--- src/rtl/rxf_pkg.sv ---
// Package for the receive address filter.
// Holds the CRC constants, the verdict type and the one-byte CRC step.
// Assumes bytes enter the CRC least significant bit first.
package rxf_pkg;

    localparam logic [31:0] CRC_POLY = 32'h04C1_1DB7;
    localparam logic [31:0] CRC_SEED = 32'hFFFF_FFFF;

    typedef struct packed {
        logic accept;
        logic group;
    } verdict_t;

    // Advance a left-shifting CRC-32 register by one byte, LSB of the byte first.
    function automatic logic [31:0] crc_step(input logic [31:0] crc_in,
                                             input logic [7:0]  data);
        logic [31:0] c;
        logic        fb;
        c = crc_in;
        for (int b = 0; b < 8; b++) begin
            fb = c[31] ^ data[b];
            c  = {c[30:0], 1'b0};
            if (fb) begin
                c = c ^ CRC_POLY;
            end
        end
        return c;
    endfunction

endpackage

--- src/rtl/rxf_crc_unit.sv ---
// Byte-serial CRC-32 engine shared by the loader and the frame path.
// Each enabled cycle folds one byte in; 'start' restarts from the seed.
// Presents the tap slice of the updated value in the same cycle.
// Assumes at most one client enables it in any cycle.
module rxf_crc_unit #(
    parameter int TAP_LSB = 2,
    parameter int TAP_W   = 6
) (
    input  logic             clk,
    input  logic             rst_n,
    input  logic             start,
    input  logic             en,
    input  logic [7:0]       data,
    output logic [TAP_W-1:0] tap
);
    import rxf_pkg::*;

    logic [31:0] crc_q;
    logic [31:0] crc_nxt;

    // Next CRC value from the seed or the running value.
    always_comb begin
        crc_nxt = crc_step(start ? CRC_SEED : crc_q, data);
    end

    assign tap = crc_nxt[TAP_LSB +: TAP_W];

    // Hold the running CRC between bytes.
    always_ff @(posedge clk) begin
        if (!rst_n) begin
            crc_q <= CRC_SEED;
        end else if (en) begin
            crc_q <= crc_nxt;
        end
    end

endmodule

--- src/rtl/rxf_hash_loader.sv ---
// Multicast hash table and its list loader.
// A request latches the list byte count; the load begins once no frame
// is being collected, clears the table, then takes whole addresses
// (count / ADDR_BYTES, capped at MAX_ENTRIES) and sets one bit each.
// Requests while a load is pending or running are ignored.
module rxf_hash_loader #(
    parameter int LEN_W       = 16,
    parameter int HASH_W      = 6,
    parameter int MAX_ENTRIES = 64,
    parameter int ADDR_BYTES  = 6
) (
    input  logic                 clk,
    input  logic                 rst_n,
    input  logic                 req,
    input  logic [LEN_W-1:0]     req_len,
    input  logic                 frame_busy,
    input  logic                 byte_valid,
    input  logic [7:0]           byte_data,
    input  logic [HASH_W-1:0]    hash_idx,
    output logic                 ready,
    output logic                 busy,
    output logic                 crc_start,
    output logic                 crc_en,
    output logic [7:0]           crc_data,
    output logic [(1<<HASH_W)-1:0] hash_tbl
);
    localparam int ENT_W = $clog2(MAX_ENTRIES + 1);
    localparam int IDX_W = $clog2(ADDR_BYTES);
    localparam int TBL_N = 1 << HASH_W;

    logic              pend_q;
    logic [LEN_W-1:0]  pend_len_q;
    logic              active_q;
    logic [ENT_W-1:0]  left_q;
    logic [IDX_W-1:0]  idx_q;
    logic [TBL_N-1:0]  tbl_q;

    logic [LEN_W-1:0]  entries_raw;
    logic [ENT_W-1:0]  entries;
    logic              go;
    logic              take;
    logic              addr_done;

    // Number of whole addresses in the pending list, capped.
    always_comb begin
        entries_raw = pend_len_q / LEN_W'(ADDR_BYTES);
        if (entries_raw > LEN_W'(MAX_ENTRIES)) begin
            entries = ENT_W'(MAX_ENTRIES);
        end else begin
            entries = ENT_W'(entries_raw);
        end
    end

    assign go        = pend_q && !active_q && !frame_busy;
    assign take      = active_q && byte_valid;
    assign addr_done = take && (idx_q == IDX_W'(ADDR_BYTES - 1));

    assign crc_start = take && (idx_q == '0);
    assign crc_en    = take;
    assign crc_data  = byte_data;
    assign ready     = active_q;
    assign busy      = active_q || go;
    assign hash_tbl  = tbl_q;

    // Latch a request until the load can begin.
    always_ff @(posedge clk) begin
        if (!rst_n) begin
            pend_q     <= 1'b0;
            pend_len_q <= '0;
        end else if (go) begin
            pend_q     <= 1'b0;
        end else if (req && !pend_q && !active_q) begin
            pend_q     <= 1'b1;
            pend_len_q <= req_len;
        end
    end

    // Walk through the list address by address, byte by byte.
    always_ff @(posedge clk) begin
        if (!rst_n) begin
            active_q <= 1'b0;
            left_q   <= '0;
            idx_q    <= '0;
        end else if (go) begin
            active_q <= (entries != '0);
            left_q   <= entries;
            idx_q    <= '0;
        end else if (take) begin
            if (addr_done) begin
                idx_q  <= '0;
                left_q <= left_q - ENT_W'(1);
                if (left_q == ENT_W'(1)) begin
                    active_q <= 1'b0;
                end
            end else begin
                idx_q <= idx_q + IDX_W'(1);
            end
        end
    end

    // Clear the table at load start, set one bit per finished address.
    always_ff @(posedge clk) begin
        if (!rst_n) begin
            tbl_q <= '0;
        end else if (go) begin
            tbl_q <= '0;
        end else if (addr_done) begin
            tbl_q[hash_idx] <= 1'b1;
        end
    end

endmodule

--- src/rtl/rxf_frame_decider.sv ---
// Destination collector and verdict logic.
// Collects ADDR_BYTES destination bytes after a frame start, then
// registers one verdict from length, mode inputs, station address and
// hash table. A frame started while the loader is busy is rejected and
// leaves the shared CRC engine to the loader.
module rxf_frame_decider #(
    parameter int LEN_W      = 16,
    parameter int HASH_W     = 6,
    parameter int ADDR_BYTES = 6,
    parameter int MIN_FLOOR  = 5
) (
    input  logic                    clk,
    input  logic                    rst_n,
    input  logic                    fr_start,
    input  logic                    fr_valid,
    input  logic [7:0]              fr_byte,
    input  logic [LEN_W-1:0]        fr_len,
    input  logic                    cfg_promisc,
    input  logic                    cfg_bcast_dis,
    input  logic                    cfg_mcast_en,
    input  logic [LEN_W-1:0]        cfg_min_len,
    input  logic [8*ADDR_BYTES-1:0] station,
    input  logic [(1<<HASH_W)-1:0]  hash_tbl,
    input  logic [HASH_W-1:0]       hash_idx,
    input  logic                    load_busy,
    output logic                    crc_start,
    output logic                    crc_en,
    output logic [7:0]              crc_data,
    output logic                    collecting,
    output logic                    dec_valid,
    output logic                    dec_accept,
    output logic                    dec_group
);
    import rxf_pkg::*;

    localparam int DST_W = 8 * ADDR_BYTES;
    localparam int CNT_W = $clog2(ADDR_BYTES);

    logic              coll_q;
    logic [CNT_W-1:0]  cnt_q;
    logic [DST_W-9:0]  dst_q;
    logic              short_q;
    logic              blocked_q;
    logic              dv_q;
    verdict_t          verd_q;

    logic              first;
    logic              take;
    logic [CNT_W-1:0]  cur_cnt;
    logic              last;
    logic              cur_blocked;
    logic [DST_W-1:0]  full_dst;
    logic [LEN_W-1:0]  eff_min;
    verdict_t          verd;

    assign first       = fr_start && fr_valid;
    assign take        = fr_valid && (first || coll_q);
    assign cur_cnt     = first ? '0 : cnt_q;
    assign last        = take && (cur_cnt == CNT_W'(ADDR_BYTES - 1));
    assign cur_blocked = first ? load_busy : blocked_q;
    assign full_dst    = {dst_q, fr_byte};
    assign eff_min     = (cfg_min_len < LEN_W'(MIN_FLOOR)) ? LEN_W'(MIN_FLOOR) : cfg_min_len;

    assign crc_start   = first;
    assign crc_en      = take && !cur_blocked;
    assign crc_data    = fr_byte;
    assign collecting  = coll_q;

    // Classify the completed destination and pick the verdict.
    always_comb begin
        verd.accept = 1'b0;
        verd.group  = 1'b0;
        if (blocked_q || short_q) begin
            verd.accept = 1'b0;
        end else if (cfg_promisc) begin
            verd.accept = 1'b1;
        end else if (&full_dst) begin
            verd.accept = !cfg_bcast_dis;
            verd.group  = !cfg_bcast_dis;
        end else if (full_dst[DST_W-8]) begin
            verd.accept = cfg_mcast_en && hash_tbl[hash_idx];
            verd.group  = cfg_mcast_en && hash_tbl[hash_idx];
        end else begin
            verd.accept = (full_dst == station);
        end
    end

    // Track the collection window and the byte count.
    always_ff @(posedge clk) begin
        if (!rst_n) begin
            coll_q <= 1'b0;
            cnt_q  <= '0;
        end else begin
            if (last) begin
                coll_q <= 1'b0;
            end else if (first) begin
                coll_q <= 1'b1;
            end
            if (take) begin
                cnt_q <= cur_cnt + CNT_W'(1);
            end
        end
    end

    // Shift in destination bytes and latch per-frame qualifiers.
    always_ff @(posedge clk) begin
        if (!rst_n) begin
            dst_q     <= '0;
            short_q   <= 1'b0;
            blocked_q <= 1'b0;
        end else begin
            if (first) begin
                dst_q     <= {{(DST_W-16){1'b0}}, fr_byte};
                short_q   <= (fr_len < eff_min);
                blocked_q <= load_busy;
            end else if (take) begin
                dst_q     <= {dst_q[DST_W-17:0], fr_byte};
            end
        end
    end

    // Register the one-cycle verdict.
    always_ff @(posedge clk) begin
        if (!rst_n) begin
            dv_q   <= 1'b0;
            verd_q <= '0;
        end else begin
            dv_q   <= last;
            verd_q <= last ? verd : '0;
        end
    end

    assign dec_valid  = dv_q;
    assign dec_accept = verd_q.accept;
    assign dec_group  = verd_q.group;

endmodule

--- src/rtl/rx_addr_filter.sv ---
// Top of the receive address filter.
// Holds the station address, and joins the frame decider, the hash
// loader and the shared CRC engine. The CRC engine is driven by the
// loader while it takes list bytes, otherwise by the frame path.
module rx_addr_filter #(
    parameter int LEN_W       = 16,
    parameter int HASH_W      = 6,
    parameter int HASH_LSB    = 2,
    parameter int MAX_ENTRIES = 64,
    parameter int ADDR_BYTES  = 6,
    parameter int MIN_FLOOR   = 5
) (
    input  logic                    clk,
    input  logic                    rst_n,
    input  logic                    cfg_promisc,
    input  logic                    cfg_bcast_dis,
    input  logic                    cfg_mcast_en,
    input  logic [LEN_W-1:0]        cfg_min_len,
    input  logic                    ua_wr,
    input  logic [8*ADDR_BYTES-1:0] ua_data,
    input  logic                    ml_req,
    input  logic [LEN_W-1:0]        ml_len,
    input  logic                    ml_valid,
    input  logic [7:0]              ml_byte,
    output logic                    ml_ready,
    input  logic                    fr_start,
    input  logic                    fr_valid,
    input  logic [7:0]              fr_byte,
    input  logic [LEN_W-1:0]        fr_len,
    output logic                    dec_valid,
    output logic                    dec_accept,
    output logic                    dec_group
);
    localparam int TBL_N = 1 << HASH_W;

    logic [8*ADDR_BYTES-1:0] station_q;
    logic [TBL_N-1:0]        hash_tbl;
    logic [HASH_W-1:0]       hash_idx;
    logic                    frame_busy;
    logic                    load_busy;

    logic                    ld_crc_start, ld_crc_en;
    logic [7:0]              ld_crc_data;
    logic                    fr_crc_start, fr_crc_en;
    logic [7:0]              fr_crc_data;

    // Station address register.
    always_ff @(posedge clk) begin
        if (!rst_n) begin
            station_q <= '0;
        end else if (ua_wr) begin
            station_q <= ua_data;
        end
    end

    rxf_crc_unit #(
        .TAP_LSB (HASH_LSB),
        .TAP_W   (HASH_W)
    ) u_crc (
        .clk   (clk),
        .rst_n (rst_n),
        .start (ld_crc_en ? ld_crc_start : fr_crc_start),
        .en    (ld_crc_en | fr_crc_en),
        .data  (ld_crc_en ? ld_crc_data : fr_crc_data),
        .tap   (hash_idx)
    );

    rxf_hash_loader #(
        .LEN_W       (LEN_W),
        .HASH_W      (HASH_W),
        .MAX_ENTRIES (MAX_ENTRIES),
        .ADDR_BYTES  (ADDR_BYTES)
    ) u_loader (
        .clk        (clk),
        .rst_n      (rst_n),
        .req        (ml_req),
        .req_len    (ml_len),
        .frame_busy (frame_busy),
        .byte_valid (ml_valid),
        .byte_data  (ml_byte),
        .hash_idx   (hash_idx),
        .ready      (ml_ready),
        .busy       (load_busy),
        .crc_start  (ld_crc_start),
        .crc_en     (ld_crc_en),
        .crc_data   (ld_crc_data),
        .hash_tbl   (hash_tbl)
    );

    rxf_frame_decider #(
        .LEN_W      (LEN_W),
        .HASH_W     (HASH_W),
        .ADDR_BYTES (ADDR_BYTES),
        .MIN_FLOOR  (MIN_FLOOR)
    ) u_decider (
        .clk           (clk),
        .rst_n         (rst_n),
        .fr_start      (fr_start),
        .fr_valid      (fr_valid),
        .fr_byte       (fr_byte),
        .fr_len        (fr_len),
        .cfg_promisc   (cfg_promisc),
        .cfg_bcast_dis (cfg_bcast_dis),
        .cfg_mcast_en  (cfg_mcast_en),
        .cfg_min_len   (cfg_min_len),
        .station       (station_q),
        .hash_tbl      (hash_tbl),
        .hash_idx      (hash_idx),
        .load_busy     (load_busy),
        .crc_start     (fr_crc_start),
        .crc_en        (fr_crc_en),
        .crc_data      (fr_crc_data),
        .collecting    (frame_busy),
        .dec_valid     (dec_valid),
        .dec_accept    (dec_accept),
        .dec_group     (dec_group)
    );

endmodule

--- config.mk ---
export PLATFORM = sky130hd
export DESIGN_NAME = rx_addr_filter
export DESIGN_NICKNAME = d
export VERILOG_FILES = /design/src/rtl/rxf_pkg.sv /design/src/rtl/rxf_crc_unit.sv /design/src/rtl/rxf_hash_loader.sv /design/src/rtl/rxf_frame_decider.sv /design/src/rtl/rx_addr_filter.sv
export SDC_FILE = /design/constraint.sdc
export NUM_CORES = 1
export LEC_CHECK = 0
export ABC_CLOCK_PERIOD_IN_PS = 8370
export BUFFER_PORTS_ARGS = -buffer_cell sky130_fd_sc_hd__buf_2
export CAP_MARGIN = 30
export CORE_MARGIN = 5
export CORE_UTILIZATION = 62
export DETAILED_ROUTE_END_ITERATION = 16
export HOLD_SLACK_MARGIN = 0.03
export PLACE_DENSITY = 0.89
export SYNTH_ARGS = -nofsm -noshare
export SYNTH_HDL_FRONTEND = slang
export SYNTH_HIERARCHICAL = 1
export SYNTH_SLANG_ARGS = --single-unit
--- constraint.sdc ---
create_clock -name clk -period 8.37 [get_ports clk]
set_input_delay 0 -clock clk [delete_from_list [all_inputs] [get_ports clk]]
set_output_delay 0 -clock clk [all_outputs]
set_load 0.005 [all_outputs]
# After elaboration in Yosys (flattened, before gate mapping)
# Cells that the tools add are included.
# classes
n_addsub,3
div_mod_pow,1
n_lt_le_gt_ge,5
eq_ne,4
muxes,33
bitwise_logic,21
reduce_logical,36
# ops
operator,n
2-to-1 mux 27 bit,8
NOT 14 bit,8
OR 64 bit,1
== test 48 bit,1
AND reduction 48 bit,1
2-to-1 mux 32 bit,1
2-to-1 mux 7 bit,4
2-to-1 mux 8 bit,3
divider 16 x 3 -> 16 bit (second input constant),1
greater-than comparator 16 x 7 -> 1 bit (second input constant),1
< comparator 16 bit,1
< comparator 16 x 3 -> 1 bit (second input constant),1
2-to-1 mux 16 bit,1
logical AND 1 bit,13
2-to-1 mux 1 bit,11
nonzero test 2 bit,4
bitwise XOR 1 bit,8
== test 7 x 1 -> 1 bit (second input constant),1
< comparator 6 x 7 -> 1 bit (second input constant),1
nonzero test 7 bit,1
subtractor 7 x 1 -> 7 bit (second input constant),1
adder 3 x 1 -> 3 bit (second input constant),2
binary-select mux 1 bit (select 6 bit),1
demux 1 bit (select 6 bit),1
14 further kinds,27
# totals
reg_bits,221
input_bits,122
output_inout_bits,4
elab_cells,120

# Depth between registers and ports, before layout
# Gate-level depths: netlist of run 1.
# logic_depth
word_depth,26
ltp_mapped,18
depth_no_buf,15

# Modules after synthesis
# Netlist of run 1, hierarchy kept.
# modules_own_cells
mod,n_inst,cells_per_inst,area_each_um2,seq_area_each_um2
rxf_hash_loader,1,579,4573.1,1821.7
rxf_frame_decider,1,422,3447.1,980.9
rxf_crc_unit,1,277,2411.1,640.6
rx_addr_filter,1,166,1958.1,960.9

# Worst setup path before layout of run 1
# Ideal clock, no wire load.
# synth_path
path_type,reg-to-reg
startpoint,register u_loader.active_q (netlist: u_loader/ready)
endpoint,register u_decider.verd_q (netlist bit u_decider/dec_accept)
setup_time_ns,0.122
arrival_time_ns,3.986
t_required_ns,8.248
setup_slack_ns,4.262
path_stages_with_launch,17
n_path_buf,4
period_less_slack_ns,4.108
path_cell_list,dfxtp_1 > nand2_1 > inv_1 > buf_2 > mux2_2 > buf_4 > xor2_2 > xnor2_4 > xor3_1 > buf_4 > buf_6 > mux4_2 > a22oi_1 > nand3_1 > a2111o_1 > a31oi_1 > a21oi_1
# synth_between
elab_cells_between_ends,35
cone_classes,mux (16); bitwise (16); reduce/logical (3)
# synth_rtl
item,line_no,rtl
start: declaration,rxf_hash_loader.sv:33,logic active_q;
start signal: assignment,rxf_hash_loader.sv:85,active_q <= (entries != '0);
logical AND 1 bit *,rxf_hash_loader.sv:55,assign take = active_q && byte_valid;
named net ld_crc_en,rx_addr_filter.sv:42,"logic ld_crc_start, ld_crc_en;"
logical AND 1 bit,rxf_hash_loader.sv:58,assign crc_start = take && (idx_q == '0);
2-to-1 mux 1 bit,rx_addr_filter.sv:62,".start (ld_crc_en ? ld_crc_start : fr_crc_start),"
2-to-1 mux 32 bit,rxf_crc_unit.sv:23,"crc_nxt = crc_step(start ? CRC_SEED : crc_q, data);"
bitwise XOR 1 bit / NOT 14 bit (equally long branches),-,
2-to-1 mux 27 bit,rxf_pkg.sv:23,if (fb) begin
bitwise XOR 1 bit / NOT 14 bit (equally long branches),-,
[... 2 more ...],-,
2-to-1 mux 27 bit *,rxf_pkg.sv:23,
named net u_crc.crc_nxt[2],rxf_crc_unit.sv:19,logic [31:0] crc_nxt;
binary-select mux 1 bit (select 6 bit) *,rxf_frame_decider.sv:81,verd.accept = cfg_mcast_en && hash_tbl[hash_idx];
2-to-1 mux 1 bit (implied by the code) *,rxf_frame_decider.sv:81,
logical AND 1 bit *,rxf_frame_decider.sv:81,
2-to-1 mux 1 bit *,rxf_frame_decider.sv:80,end else if (full_dst[DST_W-8]) begin
2-to-1 mux 2 bit *,rxf_frame_decider.sv:77,end else if (&full_dst) begin
2-to-1 mux 1 bit *,rxf_frame_decider.sv:75,end else if (cfg_promisc) begin
end signal: assignment,rxf_frame_decider.sv:129,verd_q <= last ? verd : '0;
end: declaration,rxf_frame_decider.sv:45,verdict_t verd_q;
# The timed path passes the listed nets; every way through them passes the cells marked *. The select of a mux whose other input is x is not followed.
# A chain may end at the register's enable or synchronous reset.

# Final worst setup path of run 1
# layout_path
startpoint,register u_loader.active_q (netlist: u_loader/ready)
endpoint,register u_decider.verd_q (netlist bit u_decider/dec_accept)
# layout_between
elab_chain_cells,24
elab_cells_between_ends,35
cone_classes,mux (16); bitwise (16); reduce/logical (3)
# layout_rtl
item,line_no,rtl
logical AND 1 bit *,rxf_hash_loader.sv:55,
named net ld_crc_en,rx_addr_filter.sv:42,
logical AND 1 bit,rxf_hash_loader.sv:58,
2-to-1 mux 1 bit,rx_addr_filter.sv:62,
2-to-1 mux 32 bit,rxf_crc_unit.sv:23,
bitwise XOR 1 bit,rxf_pkg.sv:21,fb = c[31] ^ data[b];
2-to-1 mux 27 bit,rxf_pkg.sv:23,
NOT 14 bit (no source line),-,
[... 10 more ...],-,
2-to-1 mux 27 bit *,rxf_pkg.sv:23,
named net hash_idx[5],rx_addr_filter.sv:38,logic [HASH_W-1:0] hash_idx;
binary-select mux 1 bit (select 6 bit) *,rxf_frame_decider.sv:81,
2-to-1 mux 1 bit (implied by the code) *,rxf_frame_decider.sv:81,
logical AND 1 bit *,rxf_frame_decider.sv:81,
2-to-1 mux 1 bit *,rxf_frame_decider.sv:80,
2-to-1 mux 2 bit *,rxf_frame_decider.sv:77,
2-to-1 mux 1 bit *,rxf_frame_decider.sv:75,
# Marked as above.

==> results.json, run 1 <==
{
  "synth_compound_area_share_pct": 16.0,
  "num_vias": 11700,
  "synth_simple_gate_area_share_pct": 20.5,
  "start_kind": "flop",
  "drt_pass1_iterations": 6,
  "leakage_nw": 5.78,
  "cts_setup_buffers": 0,
  "syn_inst": 1444,
  "final_core_util_pct": 73.5,
  "post_dp_cell_area_um2": 12800,
  "grt_setup_unrepaired": "no",
  "max_cap_violations": 0,
  "syn_nets": 1588,
  "synth_warnings": 6,
  "die_w_um": 151,
  "start_util_pct": 63.2,
  "track_usage_pct": 32.9,
  "hp-class": "input pin to flop",
  "setup_viol": 0,
  "pin_count": 126,
  "grt_max_degree": 70,
  "maxSlewViolCount": 0,
  "die_h_um": 151,
  "ctsLongestPathBuffers": 3,
  "grt.overflow.total": 0,
  "min_period_ps": 5570,
  "arrival_ps": 5950,
  "htreeDepth": 1,
  "synth-async-reset-ratio_pct": 0,
  "fin_crit_sh_pct": 66.5,
  "netlist_area_um2": 12400,
  "fmax_mhz": 180,
  "synth_cell_types": 91,
  "synthFlopType": "dfxtp_1",
  "synthAdderAreaFrac_pct": 2.22,
  "crit_fanout": 37,
  "slew_headroom_pct": 28.8,
  "synth_edf_count": 0,
  "clkLatencyLatePin_ps": 520,
  "nets": 1720,
  "grt_pass1_vias": 11600,
  "drt_wl_total_um": 38000,
  "cp-endpoint": "u_decider/dec_accept",
  "die_area_um2": 22900,
  "stdcell_count": 1863,
  "reg2reg_to": "u_decider/dec_accept",
  "synth_top_area_cell": "dfxtp_1",
  "cts_tree": "yes",
  "area_delta_synth_final_pct": 16.2,
  "ir_worst_vdd_mv": 0.178,
  "routed_via_density": 6.26,
  "dpl.hpwl_um": 20700,
  "grt_pass1_wl_um": 60000,
  "ant_nets": 0,
  "hold_ws_ps": 68.4,
  "num_rows": 51,
  "gp_congestion": 0.880,
  "reg2regPathDepth": 16,
  "yosysTopAreaCellShare_pct": 35.5,
  "worst_pin_slew_ps": 1070,
  "hold_viol": 0,
  "r2r_slack_ps": 2800,
  "cp_data_required_time_ps": 8750,
  "coreArea_um2": 19600,
  "syn_area_per_cell_um2": 8.58,
  "synth_top_family_by_area": "simple AND/OR/NAND/NOR gates",
  "clock-sinks": 220,
  "synthMuxAreaShare_pct": 7.76,
  "synth-seq-cells": 220,
  "final_area_um2": 14400,
  "power_per_cell_area_nw_per_um2": 278,
  "fin_tns_setup_ps": 0,
  "routedWlPerCell_um": 20.4,
  "finClkSkew_ps": 17.0,
  "clkSlewWorstSetupHoldPaths_ps": 60,
  "end_kind": "flop",
  "path_class": "flop to flop",
  "cp-startpoint": "u_loader/ready",
  "cts_root_buffer": "clkbuf_16",
  "seq_area_frac_synth_pct": 35.5,
  "status": "complete, no violations",
  "synthTopCellsByArea": "dfxtp_1 36%, xnor2_1 6.3%, nand2_1 5.2%",
  "drive_gt1_share_pct": 15.1,
  "drc": 0,
  "antenna_found_initial": 4,
  "synth_xor_area_share_pct": 11.6,
  "r2r_start": "u_loader/ready",
  "cts_buffers": 24,
  "dp.cells": 1736,
  "portBuffers": 124,
  "drt_iter0_drc": 1282
}
-- cells by family after synthesis --
group,count (synthesis)
and+or+nand+nor,532
AOI/OAI and AO/OA,299
DFF,220
buffers and inverters,148
xor gates and xnor gates,144
muxes,79
adders and majority gates,22
-- flip-flops by register name, summed over array words and instances, names as in the netlist, 3 cells and up --
name	flops
u_loader/idx_q	3
u_decider/dst_q	40
u_loader/pend_len_q	15
station_q	48
u_loader/left_q	7
u_crc/crc_q	32
u_loader/hash_tbl	64
u_decider/cnt_q	3
-- cell usage after synthesis, types with 7 or more instances --
cell,number
nand4_1,23
ha_1,22
dfxtp_1,220
inv_1,38
nor2b_1,64
o211ai_1,14
buf_1,9
xnor2_1,89
a211oi_1,11
buf_6,8
nand2b_1,12
xor2_1,39
nand2_1,173
nor2_1,151
and3_1,8
mux2i_1,54
mux4_2,11
clkbuf_1,46
nand3_1,15
buf_2,12
buf_4,30
nor3_1,24
o21ai_0,40
a21oi_1,118
nor3b_1,7
a21boi_0,23
nor4_1,16
mux2_2,13
a31oi_1,7
-- critical path: stages (launching register included) --
cell           delay, ps
dfxtp_1              430
nand2_1              170
inv_1                460
mux2_2               790
nor2_1               190
xnor2_2              410
xnor3_2              370
xnor2_2              260
xnor2_1              160
buf_4                280
mux4_2               340
o22ai_1              160
nor4_1                70
a2111o_1             390
a31oi_1              240
dlygate4sd3_1        600
a21oi_1              100
-- worst min path at each step --
stage                      from                   to  slack, ps  cells after the start
floorplan           cfg_promisc  u_decider/dec_group         80                      1
global route          fr_len[4]    u_decider/short_q         90                      4
finish                fr_len[4]    u_decider/short_q         70                      4
global placement    cfg_promisc  u_decider/dec_group        230                      2
detailed placement  cfg_promisc  u_decider/dec_group        250                      2
CTS                    fr_start    u_decider/short_q         50                      5
-- power by group --
| part | internal, W | total, W | switching (W) |
|---|---|---|---|
| registers | 0.00112 | 0.00121 | 0.0000904 |
| clock network | 0.000634 | 0.00108 | 0.000445 |
| logic | 0.000688 | 0.00171 | 0.00102 |
-- cell type report --
type	count	area (um^2)
inverters	39	146
clock inverters	9	111
well taps	265	332
flip-flops and latches	220	4400
repair buffers	215	1500
diodes	6	15.0
clock buffers	33	684
fillers	1236	5190
multi-input cells	1076	7200
-- layer usage --
layer	share of wire [%]	up-vias	global-route usage, %	wire (um)
met5	0	-	0	0
met4	8.1	0	24.3	3060
met2	47	745	54.3	17900
li1	-	5259	-	-
met3	9.4	255	8.20	3550
met1	35	5397	36.7	13400
-- cell usage in the layout (no fill, tap or decap), types with 7 or more instances in the layout --
cell and n:
dfxtp_1 220, nand2_1 172, nor2_1 151, buf_2 125, a21oi_1 118, xnor2_1 89, dlygate4sd3_1 78, nor2b_1 64
mux2i_1 54, o21ai_0 40, xor2_1 38, inv_1 38, clkbuf_16 24, nor3_1 24, nand4_1 23, a21boi_0 23
ha_1 22, nor4_1 16, nand3_1 15, o211ai_1 14, mux2_2 13, nand2b_1 12, buf_4 11, a211oi_1 11
mux4_2 11, and3_1 8, a31oi_1 7, nor3b_1 7
-- metrics by stage --
step	setup WS (ps)	total power (W)
6_report	2800	0.00400
5_1_grt	2540	0.00420
4_1_cts	3020	0.00391
3_5_place_dp	3610	0.00282
3_3_place_gp	3710	0.00277
2_1_floorplan	4260	0.00257
-- timing repair --
item,CTS,global route
hold buffers,78,0
hold endpoints to repair,77,0
resized for setup,0,0
Note: power is estimated with default switching activity, not from simulation.
==> run 2: changes to the inputs <==
--- a/config.mk
+++ b/config.mk
@@ -5,14 +5,14 @@
 export SDC_FILE = /design/constraint.sdc
 export NUM_CORES = 1
 export LEC_CHECK = 0
-export ABC_CLOCK_PERIOD_IN_PS = 8370
+export ABC_CLOCK_PERIOD_IN_PS = 5000
 export BUFFER_PORTS_ARGS = -buffer_cell sky130_fd_sc_hd__buf_2
 export CAP_MARGIN = 30
 export CORE_MARGIN = 5
-export CORE_UTILIZATION = 62
+export CORE_UTILIZATION = 54
 export DETAILED_ROUTE_END_ITERATION = 16
 export HOLD_SLACK_MARGIN = 0.03
-export PLACE_DENSITY = 0.89
+export PLACE_DENSITY = 0.83
 export SYNTH_ARGS = -nofsm -noshare
 export SYNTH_HDL_FRONTEND = slang
 export SYNTH_HIERARCHICAL = 1
==> constraint.sdc (replaced) <==
create_clock -name clk -period 5 [get_ports clk]
set_input_delay 0 -clock clk [delete_from_list [all_inputs] [get_ports clk]]
set_output_delay 0 -clock clk [all_outputs]
set_load 0.005 [all_outputs]
==> run 2 against run 1 <==
Against the previous run:
- via count is 7.3% lower
- critical path type unchanged
- worst hold slack improved by 21 ps
- clock-buffer cell count decreased by 5
- design area grew 0.69%
==> results.json, run 2 (synthesis results as in run 1) <==
{
  "final_cell_mix": "220 x dfxtp_1, 172 x nand2_1, 151 x nor2_1, 124 x buf_2, 118 x a21oi_1",
  "combPwrFrac_pct": 43.3,
  "clkSlewWorstSetupHoldPaths_ps": 60,
  "seq_power_share_pct": 30.6,
  "reg2reg_to": "u_decider/dec_accept",
  "fmax_mhz": 216,
  "grt_max_degree": 68,
  "antenna_found_initial": 1,
  "clkLatencyLatePin_ps": 520,
  "fin_crit_sh_pct": 92.7,
  "max_cap_violations": 0,
  "slew_headroom_pct": 26.8,
  "setup_ws_ps": 365,
  "setup_viol": 0,
  "final_common_cell": "dfxtp_1",
  "cpMaxStageDelayCell": "mux2_2",
  "drc": 0,
  "cts_tree": "yes",
  "num_vias": 10800,
  "grt_setup_unrepaired": "no",
  "end_kind": "flop",
  "clkPwrFrac_pct": 26.1,
  "maxSlewViolCount": 0,
  "crit_fanout": 24,
  "r2r_start": "u_loader/ready",
  "ant_nets": 0,
  "start_util_pct": 54.7,
  "power_per_cell_area_nw_per_um2": 454,
  "drt_wl_total_um": 33200,
  "power.net_switching_w": 0.00252,
  "leakage_nw": 5.84,
  "gp_congestion": 0.895,
  "hold_viol": 0,
  "ir_worst_vdd_mv": 0.309,
  "portBuffers": 124,
  "final_core_util_pct": 64.0,
  "start_kind": "flop",
  "num_rows": 55,
  "die_area_um2": 26100,
  "routed_via_density": 5.71,
  "pin_count": 126,
  "cp-endpoint": "u_decider/dec_accept",
  "htreeDepth": 1,
  "stdcell_count": 1891,
  "internal_power_w": 0.00406,
  "die_w_um": 161,
  "grt_pass1_wl_um": 53900,
  "r2r_slack_ps": 360,
  "dp.cells": 1766,
  "cp_data_required_time_ps": 5400,
  "finClkSkew_ps": 21.2,
  "fin_tns_setup_ps": 0,
  "grt.overflow.total": 0,
  "total_power_w": 0.00658,
  "hp-class": "input pin to flop",
  "track_usage_pct": 24.6,
  "drt_pass1_iterations": 5,
  "switching_share_pct": 38.2,
  "arrival_ps": 5040,
  "path_class": "flop to flop",
  "worst_pin_slew_ps": 1100,
  "crit_path_max_incr_delay_ps": 590,
  "cp-startpoint": "u_loader/ready",
  "largest_register_ffs": 64,
  "clock-sinks": 220,
  "drive_gt1_share_pct": 15.8,
  "timing.critical_path.cells": "nand2_1, inv_1, mux2_2, buf_4, nor2_1, xnor2_2, xnor3_2, xnor2_2, xnor2_1, buf_4, mux4_2, o22ai_1, nor4_1, a2111o_1, a31oi_1, a21oi_1",
  "status": "complete, no violations",
  "reg2regPathDepth": 16,
  "grt_pass1_vias": 10800,
  "place_ws_ps": 481,
  "cts_root_buffer": "clkbuf_16",
  "nets": 1732,
  "ctsLongestPathBuffers": 3,
  "area_delta_synth_final_pct": 17.0,
  "routedWlPerCell_um": 17.6,
  "die_h_um": 161,
  "dpl.hpwl_um": 21000,
  "drt_iter0_drc": 739,
  "coreArea_um2": 22600,
  "cts_buffers": 24,
  "min_period_ps": 4640
}
[run 2: power by group through the flow]
stage                     registers [W]  clock network (W)  logic [W]
after floorplan                 0.00198                  0    0.00233
after global placement          0.00204                  0    0.00267
after detailed placement        0.00204                  0    0.00274
after CTS                       0.00201            0.00174    0.00281
after global routing            0.00203            0.00181    0.00310
final                           0.00201            0.00172    0.00285
[run 2: critical path: cells and delay by family, from the launching register on]
kind                      cells  cell delay (ps)
and+or+nand+nor               3              310
AOI/OAI and AO/OA             4              920
DFF                           1              340
buffers and inverters         3              970
xor gates and xnor gates      4             1070
muxes                         2              930
[run 2: worst min path at each step]
stage | from | to | slack (ps) | cells after the start
after floorplan | cfg_promisc | u_decider/dec_group | 80 | 1
after global routing | cfg_mcast_en | u_decider/dec_group | 100 | 4
after global placement | cfg_promisc | u_decider/dec_group | 240 | 2
after CTS | cfg_mcast_en | u_decider/dec_group | 70 | 4
final | cfg_mcast_en | u_decider/dec_group | 90 | 4
after detailed placement | cfg_promisc | u_decider/dec_group | 230 | 2
[run 2: layer usage]
layer	track usage [%]	vias up	wire length, um
li1	-	5255	-
met1	30.4	5056	13600
met2	42.8	398	16200
met3	3.93	96	2020
met4	10.3	0	1360
met5	0	-	0
[run 2: cell type report]
class                           instances  area (um^2)
Clock buffer                           28          646
Multi-Input combinational cell       1076         7200
Fill cell                            1774         8140
Sequential cell                       220         4400
Tap cell                              285          357
Antenna cell                            1         2.50
Clock inverter                         15          124
Timing Repair Buffer                  227         1620
Inverter                               39          146
[run 2: per-stage QoR]
| stage | hold slack (ps) | cell area (um^2) |
|---|---|---|
| final | 89.7 | 14500 |
| after global routing | 105 | 14500 |
| after CTS | 71.2 | 14500 |
| after detailed placement | 233 | 12900 |
| after global placement | 239 | 12900 |
| after floorplan | 78.9 | 12400 |
[run 2: what timing repair did]
| item | in CTS | in global routing |
|---|---|---|
| resized for setup | 0 | 0 |
| buffers inserted | 0 | 0 |
| hold buffers | 81 | 0 |
| hold endpoints to repair | 77 | 0 |
==> run 3: changes to the inputs <==
--- a/config.mk
+++ b/config.mk
@@ -8,8 +8,10 @@
 export ABC_CLOCK_PERIOD_IN_PS = 5000
 export BUFFER_PORTS_ARGS = -buffer_cell sky130_fd_sc_hd__buf_2
 export CAP_MARGIN = 30
+export CELL_PAD_IN_SITES_DETAIL_PLACEMENT = 1
+export CELL_PAD_IN_SITES_GLOBAL_PLACEMENT = 1
 export CORE_MARGIN = 5
-export CORE_UTILIZATION = 54
+export CORE_UTILIZATION = 41
 export DETAILED_ROUTE_END_ITERATION = 16
 export HOLD_SLACK_MARGIN = 0.03
 export PLACE_DENSITY = 0.83
==> run 3 against run 2 <==
Against the previous run:
- non-clock buffer count grew 2
- power grew 4.9%
- worst hold slack gained 5.0 ps
- clock-buffer cell count grew 10
- setup slack gained 36 ps
- design area grew 1.3%
- combinational power grew 6%
- core utilization shrank 15 points
- global-route usage shrank 0.85 points
- critical endpoint unchanged
- largest cell class unchanged
==> results.json, run 3 (synthesis results as in run 1) <==
{
  "antenna_found_initial": 1,
  "cpMaxStageDelayCell": "xor3_1",
  "clkSlewWorstSetupHoldPaths_ps": 60,
  "r2r_start": "u_loader/ready",
  "cts_buffers": 25,
  "nets": 1735,
  "final_core_util_pct": 49.4,
  "fin_crit_sh_pct": 92.0,
  "clkPwrFrac_pct": 27.2,
  "final_common_cell": "dfxtp_1",
  "dp.cells": 1876,
  "track_usage_pct": 23.8,
  "final_cell_mix": "220 x dfxtp_1, 172 x nand2_1, 151 x nor2_1, 125 x buf_2, 118 x a21oi_1",
  "min_to": "station_q[41]",
  "leakage_nw": 5.87,
  "setup_viol": 0,
  "largest_register_ffs": 64,
  "status": "complete, no violations",
  "cts_tree": "yes",
  "coreArea_um2": 29700,
  "die_w_um": 184,
  "switching_share_pct": 39.6,
  "clkLatencyLatePin_ps": 570,
  "reg2regPathDepth": 14,
  "cpMostUsedCell": "buf_4",
  "cts_resized": 0,
  "arrival_ps": 5030,
  "ir_worst_vdd_mv": 0.331,
  "fmax_mhz": 217,
  "dpl.hpwl_um": 25600,
  "clock-sinks": 220,
  "start_kind": "flop",
  "drive_gt1_share_pct": 15.9,
  "stdcell_count": 2001,
  "grt_pass1_wl_um": 65600,
  "num_vias": 11200,
  "power_per_cell_area_nw_per_um2": 470,
  "die_area_um2": 33800,
  "drt_iter0_drc": 785,
  "place_ws_ps": 423,
  "path_class": "flop to flop",
  "combPwrFrac_pct": 43.6,
  "drt_pass1_iterations": 5,
  "crit_fanout": 19,
  "crit_path_max_incr_delay_ps": 710,
  "timing.critical_path.cells": "nand2_1, inv_1, mux2_2, xor2_2, xnor2_4, xor3_1, buf_4, buf_4, nand2b_1, a211oi_1, nor4_1, a2111o_1, a31oi_1, a21oi_1",
  "worst_pin_slew_ps": 959,
  "drt_wl_total_um": 41500,
  "grt_pass1_vias": 12100,
  "die_h_um": 184,
  "num_rows": 63,
  "setup_ws_ps": 401,
  "internal_power_w": 0.00417,
  "drc": 0,
  "grt_max_degree": 68,
  "cp_data_required_time_ps": 5430,
  "ant_nets": 0,
  "seq_power_share_pct": 29.2,
  "hp-class": "input pin to flop",
  "min_period_ps": 4600,
  "routed_via_density": 5.58,
  "finClkSkew_ps": 36.9,
  "power.net_switching_w": 0.00273,
  "routedWlPerCell_um": 20.7,
  "pin_count": 126,
  "slew_headroom_pct": 35.6,
  "ctsLongestPathBuffers": 3,
  "min_delay_path_depth": 2,
  "gp_congestion": 0.862,
  "grt_setup_unrepaired": "no",
  "start_util_pct": 41.7,
  "grt.overflow.total": 0,
  "max_cap_violations": 0,
  "htreeDepth": 1,
  "maxSlewViolCount": 0,
  "area_delta_synth_final_pct": 18.5,
  "portBuffers": 124,
  "r2r_slack_ps": 400,
  "fin_tns_setup_ps": 0,
  "reg2reg_to": "u_decider/dec_accept",
  "end_kind": "flop",
  "hold_viol": 0,
  "cts_root_buffer": "clkbuf_16",
  "min_from": "rst_n"
}
## run 3: changes by cell type in the layout (fill, tap and decap cells not counted), sizes merged
cell and change:
clkbuf +10, buf +5, clkinv -5, dlygate4sd3 -3
clkinvlp -1, inv -1
## run 3: metrics by stage
stage	total power, W	hold slack, ps	cell area [um^2]
floorplan	0.00431	78.9	12400
global placement	0.00479	256	13000
detailed placement	0.00495	264	13100
CTS	0.00688	59.3	14700
global route	0.00726	131	14700
finish	0.00691	94.7	14700
## run 3: routing by layer
metal / share of wire [%] / track usage [%]
met4: 4.6 / 10.1
met3: 4.2 / 3.11
met2: 51 / 44.0
met1: 40 / 27.4
met5: 0 / 0
## run 3: how the worst max path moves through the flow
| stage | from | endpoint | slack, ps | depth (start not counted) |
|---|---|---|---|---|
| 2_1_floorplan | u_loader/ready | u_decider/dec_accept | 890 | 16 |
| 3_3_place_gp | u_loader/ready | u_decider/dec_accept | 530 | 12 |
| 3_5_place_dp | u_loader/ready | u_decider/dec_accept | 420 | 12 |
| 4_1_cts | u_loader/ready | u_decider/dec_accept | 350 | 14 |
| 5_1_grt | u_loader/ready | u_decider/dec_accept | 110 | 14 |
| 6_report | u_loader/ready | u_decider/dec_accept | 400 | 14 |
## run 3: timing repair
item | in CTS | in global routing
hold buffers | 78 | 0
hold endpoints to repair | 77 | 0
setup endpoints to repair | 0 | 0
buffers inserted | 0 | 0
## run 3: power by group through the flow
| stage | Sequential [W] | Clock (W) | Combinational [W] |
|---|---|---|---|
| 2_1_floorplan | 0.00198 | 0 | 0.00233 |
| 4_1_cts | 0.00201 | 0.00188 | 0.00299 |
| 3_5_place_dp | 0.00205 | 0 | 0.00291 |
| 5_1_grt | 0.00203 | 0.00197 | 0.00327 |
| 3_3_place_gp | 0.00204 | 0 | 0.00275 |
| 6_report | 0.00202 | 0.00188 | 0.00301 |
## run 3: cell type report
cell class	count	area, um^2
antenna	1	2.50
clock buffer	38	744
clock inverter	8	82.6
fill	3463	15000
inverter	39	146
multi-input combinational	1076	7200
sequential	220	4400
tap	390	488
timing repair buffer	229	1610
## run 3: critical path, delay by kind of cell, from the launching register on
kind,cells,cell delay [ps]
AO/OA/AOI/OAI,4,1110
XOR/XNOR,3,1300
buffers and inverters,3,820
flip-flops,1,330
multiplexers,1,510
AND/OR/NAND/NOR,3,390
